[src/rtl/fpstat_pkg.sv]
package fpstat_pkg;

    localparam int REG_W   = 32;
    localparam int N_EXC   = 13;
    localparam int FLAG_W  = 5;
    localparam int FIELD_W = 4;

    localparam int B_ANY   = 31;
    localparam int B_ENSUM = 30;
    localparam int B_INV   = 29;
    localparam int B_UP    = 18;
    localparam int B_INX   = 17;
    localparam int FLAG_LO = 12;
    localparam int B_RSV   = 11;
    localparam int B_VEN   = 7;

    localparam logic [REG_W-1:0] EXC_MASK = 32'h1FF8_0700;
    localparam logic [REG_W-1:0] INV_MASK = 32'h01F8_0700;
    localparam logic [REG_W-1:0] RO_MASK  = 32'h6000_0800;
    localparam logic [REG_W-1:0] RSV_MASK = 32'h0000_0800;
    localparam logic [REG_W-1:0] XX_BIT   = 32'h0200_0000;

    typedef enum logic [2:0] {
        OP_ARITH  = 3'd0,
        OP_SPEC   = 3'd1,
        OP_SELECT = 3'd2,
        OP_RNDINT = 3'd3,
        OP_I2F    = 3'd4,
        OP_F2I    = 3'd5
    } op_kind_e;

    typedef enum logic [1:0] {
        CMD_SET   = 2'd0,
        CMD_CLR   = 2'd1,
        CMD_WRITE = 2'd2,
        CMD_COPY  = 2'd3
    } cmd_kind_e;

    typedef enum logic [2:0] {
        CLS_ZERO   = 3'd0,
        CLS_DENORM = 3'd1,
        CLS_NORMAL = 3'd2,
        CLS_INF    = 3'd3,
        CLS_QNAN   = 3'd4
    } res_class_e;

    typedef struct packed {
        logic [REG_W-1:0]   csr;
        logic [FIELD_W-1:0] field;
    } state_t;

    function automatic int exc_pos(input int idx);
        case (idx)
            0:       return 24;
            1:       return 23;
            2:       return 22;
            3:       return 21;
            4:       return 20;
            5:       return 19;
            6:       return 10;
            7:       return 9;
            8:       return 8;
            9:       return 28;
            10:      return 27;
            11:      return 26;
            default: return 25;
        endcase
    endfunction

endpackage

[src/rtl/fpstat_class_enc.sv]
module fpstat_class_enc
    import fpstat_pkg::*;
#(
    parameter int CODE_W = FLAG_W
) (
    input  logic [2:0]        cls_i,
    input  logic              neg_i,
    output logic [CODE_W-1:0] code_o
);
    always_comb begin
        code_o = '0;
        case (res_class_e'(cls_i))
            CLS_QNAN:   code_o = CODE_W'(5'h11);
            CLS_INF:    code_o = neg_i ? CODE_W'(5'h09) : CODE_W'(5'h05);
            CLS_NORMAL: code_o = neg_i ? CODE_W'(5'h08) : CODE_W'(5'h04);
            CLS_DENORM: code_o = neg_i ? CODE_W'(5'h18) : CODE_W'(5'h14);
            CLS_ZERO:   code_o = neg_i ? CODE_W'(5'h12) : CODE_W'(5'h02);
            default:    code_o = '0;
        endcase
    end
endmodule

[src/rtl/fpstat_raise_map.sv]
module fpstat_raise_map
    import fpstat_pkg::*;
#(
    parameter int NE = N_EXC,
    parameter int RW = REG_W
) (
    input  logic [NE-1:0] raise_i,
    output logic [RW-1:0] vec_o
);
    logic [NE-1:0][RW-1:0] part;

    for (genvar i = 0; i < NE; i++) begin : g_bit
        localparam int P = exc_pos(i);
        assign part[i] = raise_i[i] ? (RW'(1) << P) : '0;
    end

    always_comb begin
        vec_o = '0;
        for (int i = 0; i < NE; i++) begin
            vec_o = vec_o | part[i];
        end
    end
endmodule

[src/rtl/fpstat_field_mux.sv]
module fpstat_field_mux
    import fpstat_pkg::*;
#(
    parameter int RW = REG_W,
    parameter int FW = FIELD_W,
    parameter logic [RW-1:0] HIDE = RSV_MASK
) (
    input  logic [RW-1:0]                word_i,
    input  logic [$clog2(RW/FW)-1:0]     sel_i,
    output logic [FW-1:0]                field_o
);
    localparam int NF = RW / FW;

    logic [NF-1:0][FW-1:0] fields;
    logic [RW-1:0]         clean;

    assign clean = word_i & ~HIDE;

    for (genvar k = 0; k < NF; k++) begin : g_fld
        assign fields[k] = clean[k*FW +: FW];
    end

    assign field_o = fields[sel_i];
endmodule

[src/rtl/fpstat_unit.sv]
module fpstat_unit
    import fpstat_pkg::*;
#(
    parameter int RW  = REG_W,
    parameter int NE  = N_EXC,
    parameter int FW  = FIELD_W,
    parameter int FLW = FLAG_W
) (
    input  logic                      clk,
    input  logic                      rst_n,
    input  logic                      op_valid,
    input  logic [2:0]                op_kind,
    input  logic [NE-1:0]             op_raise,
    input  logic [2:0]                res_class,
    input  logic                      res_neg,
    input  logic                      op_frac_up,
    input  logic                      op_inexact,
    input  logic                      cmd_valid,
    input  logic [1:0]                cmd_kind,
    input  logic [$clog2(RW)-1:0]     cmd_bit,
    input  logic [$clog2(RW/FW)-1:0]  cmd_field,
    input  logic [RW-1:0]             cmd_data,
    output logic [RW-1:0]             csr_o,
    output logic [FW-1:0]             field_o,
    output logic                      exc_sum_o,
    output logic                      inv_sum_o
);
    state_t          st_d, st_q;
    logic [RW-1:0]   raise_vec;
    logic [FLW-1:0]  flag_code;
    logic [FW-1:0]   field_w;
    logic            is_load;

    fpstat_raise_map #(.NE(NE), .RW(RW)) u_map (
        .raise_i (op_raise),
        .vec_o   (raise_vec)
    );

    fpstat_class_enc #(.CODE_W(FLW)) u_enc (
        .cls_i  (res_class),
        .neg_i  (res_neg),
        .code_o (flag_code)
    );

    fpstat_field_mux #(.RW(RW), .FW(FW), .HIDE(RSV_MASK)) u_fld (
        .word_i  (st_q.csr),
        .sel_i   (cmd_field),
        .field_o (field_w)
    );

    assign is_load = cmd_valid && (cmd_kind == CMD_WRITE);

    always_comb begin
        logic [RW-1:0] nx;
        st_d = st_q;
        nx   = st_q.csr;

        if (op_valid) begin
            case (op_kind_e'(op_kind))
                OP_ARITH, OP_I2F, OP_F2I: begin
                    nx                  = nx | raise_vec;
                    nx[B_UP]            = op_frac_up;
                    nx[B_INX]           = op_inexact;
                    nx[FLAG_LO +: FLW]  = (op_kind == OP_F2I) ? '0 : flag_code;
                end
                OP_SPEC: begin
                    nx                  = nx | raise_vec;
                    nx[B_UP]            = 1'b0;
                    nx[B_INX]           = 1'b0;
                    nx[FLAG_LO +: FLW]  = flag_code;
                end
                OP_RNDINT: begin
                    nx                  = nx | (raise_vec & ~XX_BIT);
                    nx[B_UP]            = 1'b0;
                    nx[B_INX]           = 1'b0;
                    nx[FLAG_LO +: FLW]  = flag_code;
                end
                default: ;
            endcase
        end

        if (cmd_valid) begin
            case (cmd_kind_e'(cmd_kind))
                CMD_SET:   if (!RO_MASK[cmd_bit]) nx[cmd_bit] = 1'b1;
                CMD_CLR:   if (!RO_MASK[cmd_bit]) nx[cmd_bit] = 1'b0;
                CMD_WRITE: nx = cmd_data & ~RO_MASK;
                CMD_COPY:  st_d.field = field_w;
                default: ;
            endcase
        end

        if (!is_load && (|(nx & ~st_q.csr & EXC_MASK))) begin
            nx[B_ANY] = 1'b1;
        end

        nx[B_INV]   = |(nx & INV_MASK);
        nx[B_ENSUM] = (nx[B_INV] & nx[B_VEN]) | (nx[28] & nx[6]) |
                      (nx[27] & nx[5]) | (nx[26] & nx[4]) | (nx[25] & nx[3]);
        nx[B_RSV]   = 1'b0;

        st_d.csr = nx;
    end

    always_ff @(posedge clk) begin
        if (!rst_n) begin
            st_q <= '0;
        end else begin
            st_q <= st_d;
        end
    end

    assign csr_o     = st_q.csr;
    assign field_o   = st_q.field;
    assign exc_sum_o = st_q.csr[B_ANY];
    assign inv_sum_o = st_q.csr[B_INV];

    a_r3_any_on_rise: assert property (@(posedge clk) disable iff (!rst_n)
        ((|(csr_o & EXC_MASK & ~$past(csr_o))) && !$past(is_load)) |-> exc_sum_o);

    a_r2_sticky: assert property (@(posedge clk) disable iff (!rst_n)
        !cmd_valid |=> ((csr_o & $past(csr_o) & EXC_MASK) == ($past(csr_o) & EXC_MASK)));

    a_r9_select_hold: assert property (@(posedge clk) disable iff (!rst_n)
        (op_valid && op_kind == OP_SELECT && !cmd_valid) |=> $stable(csr_o));

    a_r10_rndint: assert property (@(posedge clk) disable iff (!rst_n)
        (op_valid && op_kind == OP_RNDINT && !cmd_valid) |=>
            (!csr_o[B_UP] && !csr_o[B_INX] && csr_o[25] == $past(csr_o[25])));

    a_r4_inv_summary: assert property (@(posedge clk) disable iff (!rst_n)
        inv_sum_o == (|(csr_o & INV_MASK)));

    a_r5_reserved: assert property (@(posedge clk) disable iff (!rst_n)
        (cmd_valid && cmd_kind == CMD_SET && cmd_bit == 5'd11) |=> !csr_o[B_RSV]);

endmodule

[config.mk]
export PLATFORM = sky130hd
export DESIGN_NAME = fpstat_unit
export DESIGN_NICKNAME = d
export VERILOG_FILES = /design/src/rtl/fpstat_pkg.sv /design/src/rtl/fpstat_class_enc.sv /design/src/rtl/fpstat_raise_map.sv /design/src/rtl/fpstat_field_mux.sv /design/src/rtl/fpstat_unit.sv
export SDC_FILE = /design/constraint.sdc
export NUM_CORES = 1
export LEC_CHECK = 0
export BUFFER_PORTS_ARGS = -buffer_cell sky130_fd_sc_hd__buf_2
export CAP_MARGIN = 0
export CORE_ASPECT_RATIO = 0.75
export CORE_UTILIZATION = 35
export CTS_BUF_LIST = sky130_fd_sc_hd__clkbuf_8
export DETAILED_ROUTE_END_ITERATION = 7
export GPL_ROUTABILITY_DRIVEN = 0
export HOLD_SLACK_MARGIN = 0.08
export PLACE_DENSITY = 0.69
export SLEW_MARGIN = 25
export SYNTH_ARGS = -nofsm -noshare
export SYNTH_HDL_FRONTEND = slang
export SYNTH_SLANG_ARGS = --single-unit
[constraint.sdc]
create_clock -name clk -period 2.1 [get_ports clk]
set_input_delay 0.42 -clock clk [delete_from_list [all_inputs] [get_ports clk]]
set_output_delay 0.42 -clock clk [all_outputs]
set_load 0.1 [all_outputs]
==> results.py <==
metrics = {
    "global_routing": {
        "grt_remaining_overflow": 0,
        "grt_pass1_wl_um": 17510,
        "track_usage_pct": 27.28,
        "grt_pass1_vias": 3300,
        "grt_max_degree": 37,
        "antenna_found_initial": 1,
    },
    "sta": {
        "timing.hold.ws_ns": 0.4742,
        "setup_violations": 0,
        "worst_pin_slew_ns": 0.6864,
        "fin_crit_sh_pct": 99.06,
        "max_freq_ghz": 0.4807,
        "relSlewSlack_pct": 54.14,
        "finalHoldViolations": 0,
        "fin_crit_ns": 2.080,
        "timing.setup.tns_ns": 0,
        "slew_violations": 0,
        "fin_skew_ns": 0.007791,
        "rsz0062_at_grt": "false",
    },
    "synth": {
        "avgSynthCellArea_um2": 8.045,
        "synth.largest_area_cell": "dfxtp_1",
        "ys_top_cells_by_area": "dfxtp_1 25%, o22ai_1 6.2%, mux4_2 5.6%",
        "synthAdderAreaFrac_pct": 1.772,
        "synth_common_cells": "35 x dfxtp_1, 28 x nor2_1, 28 x o22ai_1",
        "synth_most_common_cell": "dfxtp_1",
        "yosysSeqAreaShare_pct": 24.81,
        "yosys.area.top_type_share_pct": 24.81,
        "yosys_warnings": 0,
        "synth_edf_count": 0,
        "synth_area_um2": 2824,
        "synthMuxAreaShare_pct": 8.108,
        "syn_inst": 351,
        "synth-seq-cells": 35,
        "synthArstFlopShare_pct": 0,
        "synth-compound-area-share_pct": 33.89,
        "synth-main-ff-cell": "dfxtp_1",
        "ys_types": 60,
        "synthesis.nets": 423,
        "synth_top_family_by_area": "compound AO/OA/AOI/OAI gates",
        "synthSimpleGateAreaFrac_pct": 21.89,
        "synth_xor_xnor_area_share_pct": 0,
    },
    "cells_and_area": {
        "nFillCells": 769,
        "nets": 553,
        "utilization_pct": 50.84,
        "syn_to_final_growth_pct": 36.24,
        "n_antenna_cell": 0,
        "stdcell_count": 583,
        "layout-drive-gt1-share_pct": 39.00,
    },
    "floorplan": {
        "initial_utilization_pct": 37.32,
        "core_um2": 7567,
        "die_y_um": 79.79,
        "pin_count": 106,
        "die_area_um2": 8435,
        "num_rows": 27,
        "die_x_um": 105.7,
    },
    "clock_tree": {
        "clk_pin_slew_ns": 0.08,
        "cts_tree": "built",
        "numCtsBuffers": 5,
        "cts-resized-gates": 0,
        "h-tree-depth": 2,
        "holdBufCountCts": 0,
        "clockBufferDepth": 2,
        "clk_latency_ns": 0.30,
        "clock-root-buffer": "clkbuf_8",
        "cts_setup_buffers": 0,
        "clock_sinks": 35,
    },
    "power_and_ir_drop": {
        "p_leak_uw": 0.001701,
        "power.density_nw_per_um2": 626.2,
        "p_total_uw": 2409,
        "peakVddDrop_uv": 336.8,
    },
    "critical_path": {
        "cp_slowest_cell": "nor3b_1",
        "cp_cell_sequence": "buf_2 -> buf_4 -> nor3b_1 -> nand4_1 -> a32oi_1 -> a22oi_1 -> o211a_1 -> o22ai_1",
        "worstPathArrival_ns": 2.30,
        "critPathBufInv": 2,
        "worst_setup_path_end_kind": "flop",
        "startpoint_type": "input pin",
        "slowest_delay_ns": 0.58,
        "path_delay_family": "compound AO/OA/AOI/OAI gates",
        "cp_max_fo": 5,
        "critical_path_class": "in2reg",
        "crit_required_ns": 2.32,
    },
    "drt": {
        "wl_per_cell_um": 19.13,
        "drt_iter0_drc": 365,
        "dr.pass1.iters": 6,
        "antenna_left": 0,
        "drc": 0,
        "drt_wl_total_um": 11150,
        "viasPerCell": 6.101,
        "vias": 3557,
    },
    "placed_design": {
        "dp.cells": 575,
        "numPortBuffers": 101,
        "hpwl_um": 8952,
    },
    "min_path": {
        "hp-class": "in2reg",
    },
    "flow_run": {
        "cap_violations": 0,
    },
    "run_status": {
        "outcome": "finished clean",
    },
}
-- worst reg2reg max path, delay by kind of cell, from the launching register on --
family | cells | cell delay (ns)
and+or+nand+nor | 2 | 0.63
AOI/OAI and AO/OA | 3 | 0.58
DFF | 1 | 0.38
-- flip-flops by register name, indices dropped and copies added, names as in the netlist, named ones only --
| signal | count |
|---|---|
| csr_o | 28 |
| field_o | 4 |
-- routing by layer --
| layer | GRT usage, % | share of wire [%] |
|---|---|---|
| met2 | 41.24 | 42 |
| met4 | 6.250 | 1.7 |
| met1 | 38.70 | 44 |
| met5 | 0 | 0 |
| met3 | 6.939 | 13 |
-- cell type report --
cell class / count / area, um^2 / share of cell area, %
multi-input cells: 262 / 1887 / 49.04
repair buffers: 159 / 953.4 / 24.78
flip-flops and latches: 35 / 700.7 / 18.21
well taps: 101 / 126.4 / 3.285
clock buffers: 5 / 68.82 / 1.789
inverters: 18 / 67.56 / 1.756
clock inverters: 3 / 43.79 / 1.138
-- power by group --
part	switching [uW]	leakage (uW)	total, uW	internal, uW
registers	58.0	0.000288	769	711
logic	696	0.00135	1020	319
clock network	272	0.0000581	625	353
total	1030	0.00170	2410	1380
-- layout by cell type (no fill, tap or decap), drive strengths merged, types with 5 or more instances in the layout --
| cell type | n |
|---|---|
| o21ai | 20 |
| inv | 18 |
| buf | 159 |
| nand3b | 7 |
| mux4 | 7 |
| and2 | 11 |
| o22ai | 28 |
| dfxtp | 35 |
| a21oi | 20 |
| clkbuf | 5 |
| nand2b | 6 |
| o211ai | 10 |
| a22oi | 11 |
| a211oi | 11 |
| nand2 | 16 |
| nor2 | 28 |
| a221oi | 6 |
| a32oi | 5 |
| mux2i | 6 |
| nor2b | 6 |
-- logic make-up (layout without fill, tap and decap cells) --
kind of cell             count (synthesis)  in the layout
AO/OA/AOI/OAI                          138            138
AND/OR/NAND/NOR                        105            105
buffers and inverters                   54            185
flip-flops                              35             35
multiplexers                            14             14
adder cells (fa/ha/maj)                  4              4
other                                    1              1
-- path summary, 6_finish.rpt --
path / from / end / slack (ns) / cells after the start
worst min register to register: field_o[0]$_SDFFE_PN0P_ / field_o[0]$_SDFFE_PN0P_ / 0.51 / 2
worst max-delay path: cmd_kind[0] / csr_o[30]$_SDFF_PN0_ / 0.02 / 8
worst min-delay path: cmd_data[31] / csr_o[31]$_SDFF_PN0_ / 0.47 / 4
worst max register to register: csr_o[22]$_SDFF_PN0_ / csr_o[30]$_SDFF_PN0_ / 0.37 / 5
-- per-stage QoR --
step / worst slack [ns] / area (um^2)
floorplan: 0.02909 / 2831
global placement: -0.1889 / 3706
detailed placement: -0.2675 / 3706
CTS: 0.05273 / 3819
global route: 0.01483 / 3847
finish: 0.01974 / 3847
Note: power is estimated with default switching activity, not from simulation.
